[src/rtl/seqcmd_pkg.sv]
// Shared constants for the address-sequence command detector.
// Assumes the command keys are 14 bits wide and that the opening run has five steps.
package seqcmd_pkg;

    localparam int CMP_W    = 14;
    localparam int N_PREFIX = 5;
    localparam int STEP_W   = $clog2(N_PREFIX + 1);

    localparam logic [CMP_W-1:0] STORE_KEY  = 14'h0FC0;
    localparam logic [CMP_W-1:0] RECALL_KEY = 14'h0C63;

    // Address expected at opening step idx (0 = first read).
    function automatic logic [CMP_W-1:0] prefix_key(input int idx);
        case (idx)
            0:       prefix_key = 14'h0E38;
            1:       prefix_key = 14'h31C7;
            2:       prefix_key = 14'h03E0;
            3:       prefix_key = 14'h3C1F;
            default: prefix_key = 14'h303F;
        endcase
    endfunction

    // Outcome of a single strobe at the final step.
    typedef enum logic [1:0] {
        FIRE_NONE   = 2'b00,
        FIRE_STORE  = 2'b01,
        FIRE_RECALL = 2'b10
    } fire_t;

endpackage

[src/rtl/seqcmd_match.sv]
// Address comparators for the command detector.
// Compares the 14 low address bits against every opening key and both final keys.
// Assumes step is the number of opening reads already matched.
module seqcmd_match
    import seqcmd_pkg::*;
(
    input  logic [CMP_W-1:0]  addr,
    input  logic [STEP_W-1:0] step,
    output logic              hit_step,
    output logic              hit_first,
    output logic              hit_store,
    output logic              hit_recall
);

    logic [N_PREFIX-1:0] hit_vec;

    // One equality comparator per opening key.
    generate
        for (genvar g = 0; g < N_PREFIX; g++) begin : g_cmp
            assign hit_vec[g] = (addr == prefix_key(g));
        end
    endgenerate

    // Selects the comparator for the current step. No hit past the last opening step.
    always_comb begin
        hit_step = 1'b0;
        for (int i = 0; i < N_PREFIX; i++) begin
            if (step == STEP_W'(i)) hit_step = hit_vec[i];
        end
    end

    assign hit_first  = hit_vec[0];
    assign hit_store  = (addr == STORE_KEY);
    assign hit_recall = (addr == RECALL_KEY);

endmodule

[src/rtl/seqcmd_track.sv]
// Progress tracker: counts matched opening reads and decides the completion outcome.
// Assumes one strobe per cycle at most. busy overrides every strobe.
module seqcmd_track
    import seqcmd_pkg::*;
(
    input  logic              clk,
    input  logic              rst_n,
    input  logic              stb,
    input  logic              is_read,
    input  logic              busy,
    input  logic              hit_step,
    input  logic              hit_first,
    input  logic              hit_store,
    input  logic              hit_recall,
    output logic [STEP_W-1:0] step,
    output fire_t             fire
);

    localparam logic [STEP_W-1:0] LAST = STEP_W'(N_PREFIX);

    logic [STEP_W-1:0] step_nxt;

    // Next progress value and completion outcome for this cycle.
    always_comb begin
        step_nxt = step;
        fire     = FIRE_NONE;
        if (busy) begin
            step_nxt = '0;
        end else if (stb) begin
            if (!is_read) begin
                step_nxt = '0;
            end else if (step == LAST) begin
                step_nxt = hit_first ? STEP_W'(1) : '0;
                if (hit_store) begin
                    fire     = FIRE_STORE;
                    step_nxt = '0;
                end else if (hit_recall) begin
                    fire     = FIRE_RECALL;
                    step_nxt = '0;
                end
            end else if (hit_step) begin
                step_nxt = step + STEP_W'(1);
            end else begin
                step_nxt = hit_first ? STEP_W'(1) : '0;
            end
        end
    end

    // Progress register.
    always_ff @(posedge clk) begin
        if (!rst_n) step <= '0;
        else        step <= step_nxt;
    end

endmodule

[src/rtl/seqcmd_pulse.sv]
// Registers the completion outcome into two one-clock request pulses.
// Assumes fire is FIRE_NONE on every cycle that follows a completion.
module seqcmd_pulse
    import seqcmd_pkg::*;
(
    input  logic  clk,
    input  logic  rst_n,
    input  fire_t fire,
    output logic  store_req,
    output logic  recall_req
);

    // Output pulse registers.
    always_ff @(posedge clk) begin
        if (!rst_n) begin
            store_req  <= 1'b0;
            recall_req <= 1'b0;
        end else begin
            store_req  <= (fire == FIRE_STORE);
            recall_req <= (fire == FIRE_RECALL);
        end
    end

endmodule

[src/rtl/seqcmd_detect.sv]
// Top of the address-sequence command detector.
// Recognises six ordered reads at fixed addresses and emits a STORE or RECALL request.
// Assumes acc_stb is one cycle per chip-select falling edge. Address bits above 13 are ignored.
module seqcmd_detect
    import seqcmd_pkg::*;
#(
    parameter int ADDR_W = 15
) (
    input  logic              clk,
    input  logic              rst_n,
    input  logic              acc_stb,
    input  logic [ADDR_W-1:0] acc_addr,
    input  logic              acc_we_n,
    input  logic              busy,
    output logic              store_req,
    output logic              recall_req
);

    logic [CMP_W-1:0]  cmp_addr;
    logic [STEP_W-1:0] step;
    logic              hit_step, hit_first, hit_store, hit_recall;
    fire_t             fire;

    assign cmp_addr = acc_addr[CMP_W-1:0];

    // Upper address bits take no part in matching.
    generate
        if (ADDR_W > CMP_W) begin : g_hi
            logic unused_hi;
            assign unused_hi = ^acc_addr[ADDR_W-1:CMP_W];
        end
    endgenerate

    seqcmd_match u_match (
        .addr       (cmp_addr),
        .step       (step),
        .hit_step   (hit_step),
        .hit_first  (hit_first),
        .hit_store  (hit_store),
        .hit_recall (hit_recall)
    );

    seqcmd_track u_track (
        .clk        (clk),
        .rst_n      (rst_n),
        .stb        (acc_stb),
        .is_read    (acc_we_n),
        .busy       (busy),
        .hit_step   (hit_step),
        .hit_first  (hit_first),
        .hit_store  (hit_store),
        .hit_recall (hit_recall),
        .step       (step),
        .fire       (fire)
    );

    seqcmd_pulse u_pulse (
        .clk        (clk),
        .rst_n      (rst_n),
        .fire       (fire),
        .store_req  (store_req),
        .recall_req (recall_req)
    );

endmodule

[config.mk]
export PLATFORM = sky130hd
export DESIGN_NAME = seqcmd_detect
export DESIGN_NICKNAME = d
export VERILOG_FILES = /design/src/rtl/seqcmd_pkg.sv /design/src/rtl/seqcmd_match.sv /design/src/rtl/seqcmd_track.sv /design/src/rtl/seqcmd_pulse.sv /design/src/rtl/seqcmd_detect.sv
export SDC_FILE = /design/constraint.sdc
export NUM_CORES = 1
export LEC_CHECK = 0
export ABC_AREA = 1
export CORE_MARGIN = 2
export CORE_UTILIZATION = 39
export CTS_CLUSTER_SIZE = 14
export DETAILED_ROUTE_END_ITERATION = 10
export HOLD_SLACK_MARGIN = 0.1
export PLACE_DENSITY = 0.84
export SLEW_MARGIN = 15
export SYNTH_ARGS = -nofsm -noshare
export SYNTH_HDL_FRONTEND = slang
export SYNTH_SLANG_ARGS = --single-unit
export TNS_END_PERCENT = 5
[constraint.sdc]
create_clock -name clk -period 1.42 [get_ports clk]
set_clock_uncertainty 0.05 [all_clocks]
set_input_delay 0.284 -clock clk [delete_from_list [all_inputs] [get_ports clk]]
set_output_delay 0.284 -clock clk [all_outputs]
set_load 0.005 [all_outputs]
==> out/results.tsv, run 1 <==
metric	value	unit
syn_area	605.6	um2
end_kind	register	
worstPathArrival	1.78	ns
gp_congestion	0.8823	
overflow	0	
syn_nets	133	
syn_inst	108	
critical_path.top_delay_family	simple AND/OR/NAND/NOR gates	
ys_ff_latch	5	
design_area	1075	um2
worstHoldPathType	register to register	
synthTopCellsByCount	nand2_1 (28), inv_1 (19), nor2_1 (19)	
path_max_fanout	4	
synth_top_cell_by_area	nand2_1	
rsz0062_at_grt	yes	
dr.pass1.iters	4	
numPortBuffers	20	
seqPwrFrac	0.316	
cts_buffers	3	
dieArea	1884	um2
outcome	finished, violations left	
viasPerCell	5.036	
grt_pass1_wl	2.967	mm
cpMostUsedCell	nand2_1	
synth.most_common_cell	nand2_1	
tightest_slew	0.2398	ns
post_route_cells_drive_above_1_share	0.3311	
ys_warn_count	0	
grt_pass1_vias	769	
criticalPathCategory	register to register	
comb_power_share	0.271	
cts-root-buf	clkbuf_4	
synth_area_leaders	nand2_1 (17%), dfxtp_1 (17%), inv_1 (12%)	
coreArea	1489	um2
die_w	43.41	um
required	1.55	ns
irDropWorstVdd	0.0004291	V
seq_area_frac_synth	0.1653	
dr.first_iter.drc_count	25	
max_slew_margin	0.8379	
switchingPower	0.1279	mW
clkTransAtPathRegs	0.05	ns
p_leak	0.5321	nW
slew_violations	0	
routed_wl	1.929	mm
n_antenna_cell	0	
wl_per_cell	11.55	um
ys_types	17	
postCtsHoldBufs	0	
p_int	0.3053	mW
area_growth	77.48	%
final_core_util	0.7218	
synth_flop_cell	dfxtp_1	
chipHeight	43.41	um
critical_path.cell_chain	buf_4, ha_4, nand3b_1, nor2_1, nand2_1, nand2_1, nand2_1, nand2_1, nand2_2, nand2_2, nand2_1, nand3_1, nand2_1, a21oi_2	
num_rows	14	
grt_max_degree	6	
synth_edf_count	0	
period_minus_slack	1.645	ns
path_buf_inv	1	
p_clk_frac	0.413	
max-cap-violations	0	
drtAntennaViolNets	0	
postPlaceCellArea	902.1	um2
cpMaxStageDelayCell	dfxtp_4	
critPathMaxStageDelay	0.37	ns
finalNetCount	177	
finalHoldViolations	0	
swShare	0.2952	
cts.path.max_buffers	2	
drcViolationCount	0	
cts_tree	yes	
htree_levels	1	
layout_setup_ws	-0.2253	ns
fmax	607.8	MHz
finalCritPeriodShare	1.159	
antenna_found_initial	0	
startpoint_type	register	
cellPowerDensity	403.0	nW/um2
synth_top_area_frac	0.1736	
grt_usage	0.2048	
setup_viol	3	
setup_tns	-0.6242	ns
initial_core_util	0.4067	
cts.sinks	5	
synth.avg_cell_area	5.607	um2
clock_latency	0.26	ns
dp_hpwl	1.297	mm
reg2reg_setup_slack	-0.23	ns
violations	setup timing	
vias	841	
pin_count	22	
async_reset_ff_frac	0	
[per-stage QoR]
step           power (mW)  instances  hold slack [ns]  worst slack, ns
6_report           0.4332        167           0.4849          -0.2253
4_1_cts            0.4324        164           0.4837          -0.1363
2_1_floorplan      0.1781        108           0.3974          0.01727
5_1_grt            0.4630        167           0.4945          -0.3033
3_5_place_dp       0.2605        154           0.4428          -0.4649
3_3_place_gp       0.2578        154           0.4357          -0.4173
[flip-flops by register name, summed over array words and instances (netlist names)]
name / flops
u_track.step: 3
u_pulse.recall_req: 1
u_pulse.store_req: 1
[cell usage in the layout (no fill, tap or decap), types with 2 or more instances in the layout]
cell type,instances
nand2_2,5
clkdlybuf4s50_1,5
buf_4,17
clkbuf_4,3
dfxtp_1,3
inv_1,15
nand3_1,8
a21oi_2,2
a21oi_1,3
nand4_1,3
nand3b_1,2
nand3_2,2
dlygate4sd2_1,14
inv_2,3
nor2_2,7
ha_4,3
nand2_1,27
ha_1,2
inv_4,2
dfxtp_4,2
nor2_1,15
[what timing repair did]
item / in CTS / in global routing
pin swaps: 14 / 13
gates resized for setup: 33 / 6
setup endpoints to repair: 4 / 5
setup buffers: 6 / 3
[worst paths after layout]
kind,from,endpoint,cells after the start
setup / recovery,u_track.step[0],u_track.step[0],14
hold / removal,u_track.step[1],u_track.step[1],2
setup reg to reg,u_track.step[0],u_track.step[0],14
hold reg to reg,u_track.step[1],u_track.step[1],2
[cell type report]
| type | count | area (um2) |
|---|---|---|
| multi-input cells | 83 | 496.7 |
| well taps | 16 | 20.02 |
| repair buffers | 39 | 344.1 |
| clock buffers | 4 | 26.28 |
| inverters | 20 | 80.08 |
| fillers | 124 | 414.1 |
| flip-flops and latches | 5 | 107.6 |
[power groups by stage]
stage	clock network, mW	registers, mW	logic [mW]
2_1_floorplan	0	0.143	0.0348
5_1_grt	0.197	0.137	0.129
3_3_place_gp	0	0.143	0.115
3_5_place_dp	0	0.143	0.117
4_1_cts	0.181	0.137	0.115
6_report	0.179	0.137	0.117
[per-layer routing]
metal / GRT usage / vias to the layer above / wire, um
li1: - / 424 / -
met1: 0.2296 / 382 / 820
met2: 0.3701 / 25 / 977
met3: 0.05417 / 10 / 78
met4: 0.07273 / 0 / 52
met5: 0 / - / 0
[tightest hold or removal path, cell delays in order (launching register included)]
cell and delay [ns]:
dfxtp_4 0.37, nand2_1 0.07, a21oi_1 0.06
[kinds of logic (layout without fill, tap and decap cells)]
logic type,count (synthesis),count (layout),synth area share
buffers and inverters,20,63,0.1240
AND/OR/NAND/NOR,73,73,0.5537
AO/OA/AOI/OAI,5,5,0.05372
flip-flops,5,5,0.1653
adder cells (fa/ha/maj),5,5,0.1033
Power figures use the tool's default switching activity.
==> run 2: changes to the inputs <==
--- a/config.mk
+++ b/config.mk
@@ -5,14 +5,12 @@
 export SDC_FILE = /design/constraint.sdc
 export NUM_CORES = 1
 export LEC_CHECK = 0
-export ABC_AREA = 1
 export CORE_MARGIN = 2
-export CORE_UTILIZATION = 39
+export CORE_UTILIZATION = 36
 export CTS_CLUSTER_SIZE = 14
 export DETAILED_ROUTE_END_ITERATION = 10
 export HOLD_SLACK_MARGIN = 0.1
-export PLACE_DENSITY = 0.84
-export SLEW_MARGIN = 15
+export PLACE_DENSITY_LB_ADDON = 0.15
 export SYNTH_ARGS = -nofsm -noshare
 export SYNTH_HDL_FRONTEND = slang
 export SYNTH_SLANG_ARGS = --single-unit
==> run 2 against run 1 <==
Synthesized cell count decreased by 44%; non-clock buffer count up 3; the flow still finishes with violations (setup timing); largest cell class unchanged; via count decreased by 22%; critical path type is now input pin to register; sequential power about the same; area after synthesis shrank 18%.
==> out/results.tsv, run 2 <==
metric	value	unit	change
outcome	finished, violations left		unchanged
violations	setup timing		unchanged
antenna_found_initial	0		unchanged
max_slew_margin	0.8342		was 0.8379
finalCritPeriodShare	1.216		was 1.159
cellPowerDensity	405.8	nW/um2	was 403.0 nW/um2
period_minus_slack	1.727	ns	was 1.645 ns
worstPathArrival	1.83	ns	was 1.78 ns
viasPerCell	5.385		was 5.036
synth.avg_cell_area	8.164	um2	was 5.607 um2
timing.hold.ws	0.4906	ns	was 0.4849 ns
pre_cts_slack	-0.6395	ns	was -0.4649 ns
rsz0062_at_grt	yes		unchanged
end_kind	register		unchanged
pin_count	22		unchanged
critPathMaxStageDelay	0.53	ns	was 0.37 ns
required	1.52	ns	was 1.55 ns
final_common_cell	buf_4		was nand2_1
synth.most_common_cell	nand2_1		unchanged
drcViolationCount	0		unchanged
n_antenna_cell	0		unchanged
startpoint_type	input pin		was register
fmax	579.1	MHz	was 607.8 MHz
cts.sinks	5		unchanged
max-cap-violations	0		unchanged
dp_hpwl	1.303	mm	was 1.297 mm
largest_registers	u_track.step x3, u_pulse.recall_req x1, u_pulse.store_req x1		unchanged
postPlaceCellArea	893.4	um2	was 902.1 um2
fillCellCount	101		was 124
finalHoldViolations	0		unchanged
dr.pass1.iters	4		unchanged
design_area	1013	um2	was 1075 um2
cts.path.max_buffers	2		unchanged
syn_nets	86		was 133
clkTransAtPathRegs	0.04	ns	was 0.05 ns
setup_viol	4		was 3
numPortBuffers	20		unchanged
num_rows	13		was 14
worstHoldPathType	register to register		unchanged
criticalPathCategory	input pin to register		was register to register
dr.first_iter.drc_count	9		was 25
overflow	0		unchanged
multiInputGateArea	473.0	um2	was 496.7 um2
synth_edf_count	0		unchanged
gp_congestion	0.9482		was 0.8823
htree_levels	1		unchanged
final_cell_mix	buf_4 (21), clkdlybuf4s50_1 (12), nand2_1 (6), dlygate4sd2_1 (6), nand4_1 (5)		was nand2_1 (27), buf_4 (17), inv_1 (15), nor2_1 (15), dlygate4sd2_1 (14)
synth_top_cell_by_area	dfxtp_1		was nand2_1
post_route_cells_drive_above_1_share	0.4486		was 0.3311
path_max_fanout	3		was 4
grt_pass1_vias	609		was 769
synth_flop_cell	dfxtp_1		unchanged
layout_setup_ws	-0.3068	ns	was -0.2253 ns
area_growth	103.5	%	was 77.48%
critical_path.cell_chain	clkdlybuf4s50_1, nand4b_1, o41a_1, o211ai_2, a21oi_2, o31ai_2		was buf_4, ha_4, nand3b_1, nor2_1, nand2_1, nand2_1, nand2_1, nand2_1, nand2_2, nand2_2, nand2_1, nand3_1, nand2_1, a21oi_2
routed_wl	1.579	mm	was 1.929 mm
cpMaxStageDelayCell	clkdlybuf4s50_1		was dfxtp_4
slew_violations	0		unchanged
ys_ff_latch	5		unchanged
cts_buffers	3		unchanged
synth_top_area_frac	0.2010		was 0.1736
grt_usage	0.2295		was 0.2048
vias	657		was 841
die_w	41.19	um	was 43.41 um
grt_pass1_wl	2.484	mm	was 2.967 mm
async_reset_ff_frac	0		unchanged
wl_per_cell	12.94	um	was 11.55 um
cts-root-buf	clkbuf_4		unchanged
synth_area_leaders	dfxtp_1 (20%), ha_1 (13%), nand4_1 (6.3%)		was nand2_1 (17%), dfxtp_1 (17%), inv_1 (12%)
coreArea	1301	um2	was 1489 um2
tightest_slew	0.2452	ns	was 0.2398 ns
chipHeight	41.19	um	was 43.41 um
reg2reg_setup_slack	-0.25	ns	was -0.23 ns
dieArea	1697	um2	was 1884 um2
p_leak	0.4197	nW	was 0.5321 nW
cts_tree	yes		unchanged
seq_area_frac_synth	0.2010		was 0.1653
ys_types	25		was 17
clock_latency	0.24	ns	was 0.26 ns
finalNetCount	133		was 177
syn_area	498.0	um2	was 605.6 um2
grt_max_degree	7		was 6
irDropWorstVdd	0.0004594	V	was 0.0004291 V
initial_core_util	0.3827		was 0.4067
syn_inst	61		was 108
ff_latch_area	108.9	um2	was 107.6 um2
largest_register	u_track.step		unchanged
total_power	0.4112	mW	was 0.4332 mW
largest_reg_flops	3		unchanged
synthTopCellsByCount	nand2_1 (6), dfxtp_1 (5), ha_1 (5), nand4_1 (5), nor2b_1 (5)		was nand2_1 (28), inv_1 (19), nor2_1 (19)
drtAntennaViolNets	0		unchanged
ys_warn_count	0		unchanged
run 2: cell types whose count changed in the layout (fill, tap and decap cells not counted), sizes merged, moves of 3 or more:
| cell | delta |
|---|---|
| nor2 | -19 |
| inv | -16 |
| clkdlybuf4s50 | +7 |
| nor2b | +5 |
| dlygate4sd2 | -8 |
| nand3 | -6 |
| nand4b | +3 |
| buf | +3 |
| nor4 | +3 |
| a21oi | -4 |
| nand2 | -26 |
run 2: stage by stage:
step,TNS (ns),util,cells
after floorplan,-0.6562,-,61
after global placement,-2.585,0.6865,115
after detailed placement,-2.708,0.6865,115
after CTS,-0.8566,0.7577,122
after global routing,-0.9727,0.7788,122
final,-0.8908,0.7788,122
run 2: path summary, 6_finish.rpt:
| path | startpoint | cells past startpoint | end |
|---|---|---|---|
| setup / recovery | acc_addr[8] | 6 | u_track.step[2] |
| hold / removal | u_track.step[2] | 2 | u_track.step[2] |
| setup reg to reg | u_track.step[1] | 8 | u_track.step[2] |
| hold reg to reg | u_track.step[2] | 2 | u_track.step[2] |
run 2: cell type report:
cell class                 count  share of cell area
clock buffer                   4             0.02593
inverter                       4             0.01975
multi-input combinational     52              0.4667
sequential                     5              0.1074
tap                           15             0.01852
timing repair buffer          42              0.3617
run 2: cell families after synthesis:
logic type                 count (synthesis)  share of synthesized area
adders and majority gates                  5                     0.1256
and+or+nand+nor                           38                     0.4849
buffers and inverters                      4                    0.03014
AOI/OAI and AO/OA                          9                     0.1583
DFF                                        5                     0.2010
run 2: worst max-delay path, delay by kind of cell:
| kind | cells | cell delay, ns |
|---|---|---|
| buf+inv | 1 | 0.53 |
| simple gates | 1 | 0.17 |
| compound gates | 4 | 0.85 |
run 2: where the power goes:
group	internal [mW]	switching, mW	total [mW]
clock network	0.106	0.0575	0.164
registers	0.137	0.00000107	0.137
logic	0.0690	0.0415	0.110
total	0.312	0.0990	0.411
run 2: timing repair:
item                       4_1_cts  5_1_grt
setup endpoints to repair        5        7
pin swaps                       12        5
setup buffers                    3        0
gates resized for setup         20        8
hold buffers                     0        0
gates cloned                     0        0
run 2: layer usage:
| metal | vias up | GRT usage | wire [um] |
|---|---|---|---|
| met4 | 0 | 0.03226 | 29 |
| met3 | 4 | 0.1033 | 107 |
| met2 | 29 | 0.4258 | 815 |
| met5 | - | 0 | 0 |
| li1 | 327 | - | - |
| met1 | 297 | 0.2389 | 627 |
==> run 3: changes to the inputs <==
--- a/config.mk
+++ b/config.mk
@@ -11,6 +11,8 @@
 export DETAILED_ROUTE_END_ITERATION = 10
 export HOLD_SLACK_MARGIN = 0.1
 export PLACE_DENSITY_LB_ADDON = 0.15
+export RECOVER_POWER = 25
+export SLEW_MARGIN = 20
 export SYNTH_ARGS = -nofsm -noshare
 export SYNTH_HDL_FRONTEND = slang
 export SYNTH_SLANG_ARGS = --single-unit
==> run 3 against run 2 <==
The flow still finishes with violations (setup timing); worst hold slack did not move; design area is 0.25% lower; critical path depth did not move; critical path type unchanged; worst setup slack barely moved.
==> out/results.tsv, run 3 (synthesis gave the netlist of run 2 again) <==
metric	value	unit	change
outcome	finished, violations left		unchanged
violations	setup timing		unchanged
wl_per_cell	12.90	um	was 12.94 um
drcViolationCount	0		unchanged
largest_reg_flops	3		unchanged
dr.pass1.iters	4		unchanged
r2r-start	u_track.step[1]		unchanged
max-cap-violations	0		unchanged
vias	657		unchanged
cts_tree	yes		unchanged
pin_count	22		unchanged
chipHeight	41.19	um	unchanged
dr.first_iter.drc_count	9		unchanged
multiInputGateArea	473.0	um2	unchanged
layout_setup_ws	-0.3064	ns	was -0.3068 ns
finalNetCount	133		unchanged
end_kind	register		unchanged
clock_latency	0.24	ns	about the same
cts.sinks	5		unchanged
worstHoldPathType	register to register		unchanged
path_max_fanout	3		unchanged
numPortBuffers	20		unchanged
crit_path_end	u_track.step[2]		unchanged
final_cell_mix	buf_4 (21), clkdlybuf4s50_1 (12), nand2_1 (6), dlygate4sd2_1 (6), nand4_1 (5)		unchanged
fin_cells	122		unchanged
antenna_found_initial	0		unchanged
grt_pass1_wl	2.484	mm	unchanged
drtAntennaViolNets	0		unchanged
grtUsageMet3	0.1033		unchanged
irDropWorstVdd	0.0004594	V	about the same
total_power	0.4112	mW	about the same
final_common_cell	buf_4		unchanged
rsz0062_at_grt	yes		unchanged
gr-usage-met1	0.2389		unchanged
place_inst	115		unchanged
die_w	41.19	um	unchanged
num_rows	13		unchanged
startpoint_type	input pin		unchanged
period_minus_slack	1.726	ns	was 1.727 ns
dp_hpwl	1.303	mm	unchanged
initial_core_util	0.3827		unchanged
grt-busiest-layer	met2		unchanged
finalCritPeriodShare	1.216		about the same
area_growth	103.0	%	was 103.5%
grt_usage	0.2295		unchanged
p_leak	0.4002	nW	was 0.4197 nW
overflow	0		unchanged
cellPowerDensity	406.8	nW/um2	was 405.8 nW/um2
worstPathArrival	1.83	ns	about the same
cts-root-buf	clkbuf_4		unchanged
max_slew_margin	0.8342		unchanged
worstRegToRegCells	8		unchanged
tightest_slew	0.2452	ns	unchanged
cts_buffers	3		unchanged
dieArea	1697	um2	unchanged
fillCellCount	102		was 101
cts.path.max_buffers	2		unchanged
largest_register	u_track.step		unchanged
setup_viol	4		unchanged
n_antenna_cell	0		unchanged
clkTransAtPathRegs	0.04	ns	about the same
post_route_cells_drive_above_1_share	0.4486		unchanged
viasPerCell	5.385		unchanged
postPlaceCellArea	893.4	um2	unchanged
grt_pass1_vias	609		unchanged
grt_max_degree	7		unchanged
required	1.52	ns	about the same
criticalPathCategory	input pin to register		unchanged
gp_congestion	0.9482		unchanged
coreArea	1301	um2	unchanged
routed_wl	1.574	mm	was 1.579 mm
reg2reg_setup_slack	-0.25	ns	about the same
htree_levels	1		unchanged
fmax	579.2	MHz	was 579.1 MHz
design_area	1011	um2	was 1013 um2
crit_start	acc_addr[8]		unchanged
slew_violations	0		unchanged
ff_latch_area	108.9	um2	unchanged
use_met2	0.4258		unchanged
largest_registers	u_track.step x3, u_pulse.recall_req x1, u_pulse.store_req x1		unchanged
finalHoldViolations	0		unchanged
r2r_end	u_track.step[2]		unchanged
==> run 3: cell types whose count changed in the layout (fill, tap and decap cells not counted), sizes merged <==
cell / delta
clkdlybuf4s25: +1
dlymetal6s2s: -1
==> run 3: power breakdown <==
| part | internal, mW | switching (mW) |
|---|---|---|
| combinational | 0.0690 | 0.0414 |
| clock | 0.106 | 0.0576 |
| sequential | 0.137 | 0.00000107 |
==> run 3: how the worst min path moves through the flow <==
stage / cells past startpoint / to / from
floorplan: 1 / u_pulse.store_req / acc_addr[5]
global placement: 2 / u_track.step[1] / u_track.step[1]
detailed placement: 2 / u_track.step[1] / u_track.step[1]
CTS: 2 / u_track.step[2] / u_track.step[2]
global route: 2 / u_track.step[2] / u_track.step[2]
finish: 2 / u_track.step[2] / u_track.step[2]
==> run 3: timing repair <==
item,4_1_cts,5_1_grt
setup endpoints to repair,5,7
endpoints found under the hold margin,0,0
pin swaps,12,5
gates resized for setup,20,8
buffers inserted,3,0
hold buffers,0,0
==> run 3: layer usage <==
metal	share of wire	up-vias
met2	0.52	29
met5	0	-
met1	0.40	297
met4	0.018	0
li1	-	327
met3	0.067	4
==> run 3: final cells by class <==
class / count / share of cell area
Multi-Input combinational cell: 52 / 0.4678
Tap cell: 15 / 0.01856
Clock buffer: 4 / 0.02599
Timing Repair Buffer: 42 / 0.3601
Sequential cell: 5 / 0.1077
Inverter: 4 / 0.01980
==> run 3: worst max-delay path, cell delays in order <==
cell and delay, ns:
clkdlybuf4s50_1 0.53, nand4b_1 0.17, o41a_1 0.45, o211ai_2 0.09
a21oi_2 0.10, o31ai_2 0.21
==> run 3: stage by stage <==
stage	setup WS (ns)	TNS, ns	hold WS [ns]	utilization
3_3_place_gp	-0.6135	-2.585	0.4451	0.6865
3_5_place_dp	-0.6395	-2.708	0.4567	0.6865
5_1_grt	-0.3046	-0.9727	0.5104	0.7769
2_1_floorplan	-0.2357	-0.6562	0.3118	-
4_1_cts	-0.2739	-0.8566	0.4903	0.7577
6_report	-0.3064	-0.8896	0.4906	0.7769
